**config.mk**
```make
export PLATFORM = sky130hd
export DESIGN_NAME = bank_gap_timer
export DESIGN_NICKNAME = d
export VERILOG_FILES = /design/src/rtl/bank_gap_pkg.sv /design/src/rtl/gap_period_dec.sv /design/src/rtl/gap_bank_counter.sv /design/src/rtl/gap_allow_sel.sv /design/src/rtl/bank_gap_timer.sv
export SDC_FILE = /design/constraint.sdc
export NUM_CORES = 1
export LEC_CHECK = 0
export BUFFER_PORTS_ARGS = -buffer_cell sky130_fd_sc_hd__buf_4
export CAP_MARGIN = 20
export CORE_AREA = 3 3 47 92
export CTS_BUF_LIST = sky130_fd_sc_hd__clkbuf_16
export DETAILED_ROUTE_END_ITERATION = 8
export DIE_AREA = 0 0 50 95
export GPL_ROUTABILITY_DRIVEN = 0
export SKIP_CTS_REPAIR_TIMING = 1
export SLEW_MARGIN = 30
export SYNTH_ARGS = -nofsm -noshare
export SYNTH_HDL_FRONTEND = slang
export SYNTH_SLANG_ARGS = --single-unit
```
**constraint.sdc**
```tcl
create_clock -name clk -period 1.45 [get_ports clk]
set_input_delay 0.2175 -clock clk [delete_from_list [all_inputs] [get_ports clk]]
set_output_delay 0.2175 -clock clk [all_outputs]
set_load 0.03 [all_outputs]
```
**src/rtl/bank_gap_pkg.sv**
```systemverilog
package bank_gap_pkg;
    localparam int CODE_W     = 2;
    localparam int MAX_PERIOD = 1 << CODE_W;
    localparam int CNT_W      = $clog2(MAX_PERIOD + 1);

    typedef logic [CNT_W-1:0] gap_cnt_t;

    typedef struct packed {
        gap_cnt_t cnt;
    } gap_state_t;
endpackage

```
**src/rtl/gap_period_dec.sv**
```systemverilog
module gap_period_dec
    import bank_gap_pkg::*;
(
    input  logic [CODE_W-1:0] code_i,
    output gap_cnt_t          load_val_o
);
    // code c maps to a gap of c+1 cycles
    always_comb begin
        load_val_o = gap_cnt_t'(code_i) + gap_cnt_t'(1);
    end
endmodule

```
**src/rtl/gap_bank_counter.sv**
```systemverilog
module gap_bank_counter
    import bank_gap_pkg::*;
(
    input  logic     clk,
    input  logic     rst_n,
    input  logic     load_i,
    input  gap_cnt_t load_val_i,
    output logic     busy_o
);
    gap_state_t st_d, st_q;

    always_comb begin
        st_d = st_q;
        if (load_i) begin
            st_d.cnt = load_val_i;
        end else if (st_q.cnt != '0) begin
            st_d.cnt = st_q.cnt - gap_cnt_t'(1);
        end
    end

    always_ff @(posedge clk) begin
        if (!rst_n) begin
            st_q <= '0;
        end else begin
            st_q <= st_d;
        end
    end

    assign busy_o = (st_q.cnt != '0);
endmodule

```
**src/rtl/gap_allow_sel.sv**
```systemverilog
module gap_allow_sel #(
    parameter int NUM_BANKS = 8,
    localparam int BANK_W   = $clog2(NUM_BANKS)
) (
    input  logic [NUM_BANKS-1:0] busy_i,
    input  logic                 req_i,
    input  logic [BANK_W-1:0]    req_bank_i,
    output logic                 allow_o
);
    always_comb begin
        allow_o = req_i && !busy_i[req_bank_i];
    end
endmodule

```
**src/rtl/bank_gap_timer.sv**
```systemverilog
module bank_gap_timer
    import bank_gap_pkg::*;
#(
    parameter int NUM_BANKS = 8,
    localparam int BANK_W   = $clog2(NUM_BANKS)
) (
    input  logic              clk,
    input  logic              rst_n,
    input  logic [CODE_W-1:0] period_code_i,
    input  logic              arm_i,
    input  logic [BANK_W-1:0] arm_bank_i,
    input  logic              req_i,
    input  logic [BANK_W-1:0] req_bank_i,
    output logic              allow_o
);
    gap_cnt_t             load_val;
    logic [NUM_BANKS-1:0] bank_busy;

    gap_period_dec u_dec (
        .code_i     (period_code_i),
        .load_val_o (load_val)
    );

    for (genvar b = 0; b < NUM_BANKS; b++) begin : g_bank
        logic load_b;
        assign load_b = arm_i && (arm_bank_i == BANK_W'(b));
        gap_bank_counter u_cnt (
            .clk        (clk),
            .rst_n      (rst_n),
            .load_i     (load_b),
            .load_val_i (load_val),
            .busy_o     (bank_busy[b])
        );
    end

    gap_allow_sel #(.NUM_BANKS(NUM_BANKS)) u_sel (
        .busy_i     (bank_busy),
        .req_i      (req_i),
        .req_bank_i (req_bank_i),
        .allow_o    (allow_o)
    );
endmodule

```
==> flow_metrics.tcl <==
set metrics [dict create \
    status "complete, but fails checks" \
    violations "negative setup slack" \
    ioPinCount 13 \
    place_hpwl_um 2860 \
    cts_num_sinks 24 \
    drtIter0Drc 10 \
    htree_levels 1 \
    cp-start-kind "register" \
    ys_ff_latch 24 \
    min_period_over_period_pct 134 \
    cpPeakStageDelay_ns 0.47 \
    ys_seq_area_share_pct 29.1 \
    dr_total_vias 1382 \
    start_util_pct 44.8 \
    top_regs "g_bank.u_cnt.st_q: 24 flops" \
    synth_fp_nets 207 \
    area_delta_synth_final_pct 38.3 \
    core_sq_mm 0.00368 \
    die-area_sq_mm 0.00475 \
    final_common_cell "buf_4" \
    root_buffer "clkbuf_16" \
    track_usage_pct 17.3 \
    leakage_nw 1.08 \
    grt_pass1_vias 1450 \
    wl_met1_um 1480 \
    cts_inserted_buffers 3 \
    fin_skew_ns 0.00175 \
    worst-endpoint-arrival_ns 1.73 \
    synthCells 178 \
    rsz0062_at_grt "yes" \
    avgSynthCellArea_sq_um 9.28 \
    postRouteAntennaNets 0 \
    cts_tree "built" \
    via_per_inst 4.97 \
    crit_buf_inv 2 \
    relSlewSlack_pct 75.4 \
    path_clk_slew_ns 0.06 \
    path_cells "inv_2 > ha_4 > nand2b_4 > mux4_2 > mux2i_1 > and2_4 > buf_6" \
    top_register "g_bank.u_cnt.st_q" \
    hold_viol 0 \
    routed-wl-met2_um 2100 \
    num_rows 31 \
    worst_pin_slew_ns 0.370 \
    wl_per_cell_um 13.3 \
    antenna_found_initial 0 \
    final_layout_size_suffix_gt1_share_pct 45.0 \
    worstPathMaxFanout 2 \
    crit_family "multiplexers" \
    power.total_mw 5.18 \
    die-height_um 95 \
    slowest_stage "mux4_2" \
    p_per_area_mw_per_mm2 2270 \
    numPortBuffers 12 \
    dr.pass1.iters 3 \
    slew_viol_final 0 \
    clock_latency_ns 0.25 \
    clock_path_buffers 2 \
    placed_cells 269 \
    grt_max_degree 25 \
    syn_area_sq_mm 0.00165 \
    period_minus_slack_ns 1.95 \
    max-vdd-ir-drop_uv 1270 \
    largest_register_ffs 24 \
    setup_viol 1 \
    finalWorstSetupSlack_ns -0.495 \
    cp.required_ns 1.23 \
    die-width_um 50 \
    cap_viol_max_count 0 \
    ys.warnings.count 0 \
    drt_wl_total_um 3710 \
    drc_errors 0 \
    top_layer "met4" \
    fin_tns_setup_ns -0.495 \
    wl_met3_um 77 \
    antennaDiodeCount 0 \
    num-nets-final 260 \
    stdcell_count 278 \
    max_freq_mhz 514 \
    synth.distinct_cells 26 \
    worstSetupPathType "reg2out" \
    hold_path.class "in2reg" \
    whs_ns 0.261 \
    cp-end-kind "output port" \
    final_cell_mix "buf_4, inv_2, nand2_1, dfxtp_1, mux2i_1" \
    grt_pass1_wl_um 6310 \
    gr-total-overflow 0 \
]
## power breakdown
group          total, mW  internal, mW  switching (mW)
clock              0.596         0.365           0.231
sequential          1.13         0.967           0.166
combinational       3.46          2.09            1.37
## cell families (layout without fill, tap and decap cells)
| kind of cell | count (synthesis) | after routing | synth area share, % |
|---|---|---|---|
| mux | 15 | 15 | 10.6 |
| simple gates | 64 | 64 | 24.7 |
| flops | 24 | 24 | 29.1 |
| buf+inv | 24 | 75 | 5.61 |
| fa+ha+maj | 17 | 17 | 12.9 |
| compound gates | 26 | 26 | 12.9 |
| xor+xnor | 8 | 8 | 4.24 |
## stage by stage
stage / instance area [sq um] / setup slack [ns] / utilization, %
global placement: 2150 / -0.228 / 58.4
detailed placement: 2150 / -0.249 / 58.4
CTS: 2230 / -0.536 / 60.4
finish: 2280 / -0.495 / 62.0
global route: 2280 / -0.549 / 62.0
floorplan: 1750 / -0.115 / -
## final cells by class
class,instances,area [sq um]
fillers,323,1400
multi-input cells,130,1180
flip-flops and latches,24,490
repair buffers,54,409
clock buffers,3,75.1
inverters,18,67.6
well taps,49,61.3
## Yosys cell counts (all sizes together)
library cell	instances	share of area, %
clkbuf	4	0.91
a211o	2	1.1
nand2	16	3.6
mux2i	13	7.9
a21oi	2	0.61
inv	17	3.9
o311a	2	1.2
mux4	2	2.7
xnor2	8	4.2
nand2b	10	7.4
nand4	5	1.9
nand3	5	1.5
buf	2	0.61
nor2	9	2.0
clkinv	1	0.23
a21boi	8	3.6
dfxtp	24	29
nor2b	6	2.7
o211a	6	3.6
ha	17	13
nor3b	3	1.4
and2	10	4.1
o211ai	6	2.7
## final timing paths
| kind | start | to | slack [ns] | cells past startpoint |
|---|---|---|---|---|
| setup reg to reg | g_bank[0].u_cnt.st_q[0] | g_bank[0].u_cnt.st_q[0] | 0.11 | 8 |
| hold reg to reg | g_bank[3].u_cnt.st_q[1] | g_bank[3].u_cnt.st_q[1] | 0.59 | 2 |
| hold / removal | arm_i | g_bank[2].u_cnt.st_q[1] | 0.26 | 3 |
| setup / recovery | g_bank[3].u_cnt.st_q[0] | allow_o | -0.50 | 7 |
## worst reg2reg max path: cells and delay by family (launching register included)
family / cells / cell delay (ns)
AND/OR/NAND/NOR: 2 / 0.21
buffers and inverters: 3 / 0.33
multiplexers: 1 / 0.08
adder cells (fa/ha/maj): 1 / 0.15
flip-flops: 1 / 0.33
XOR/XNOR: 1 / 0.13
## per-layer routing
metal / vias up / track usage [%]
met1: 647 / 17.5
met3: 5 / 2.37
met2: 18 / 34.5
met4: 0 / 5.54
met5: - / 0
li1: 712 / -
No activity file was read; power rests on OpenSTA's default activity.
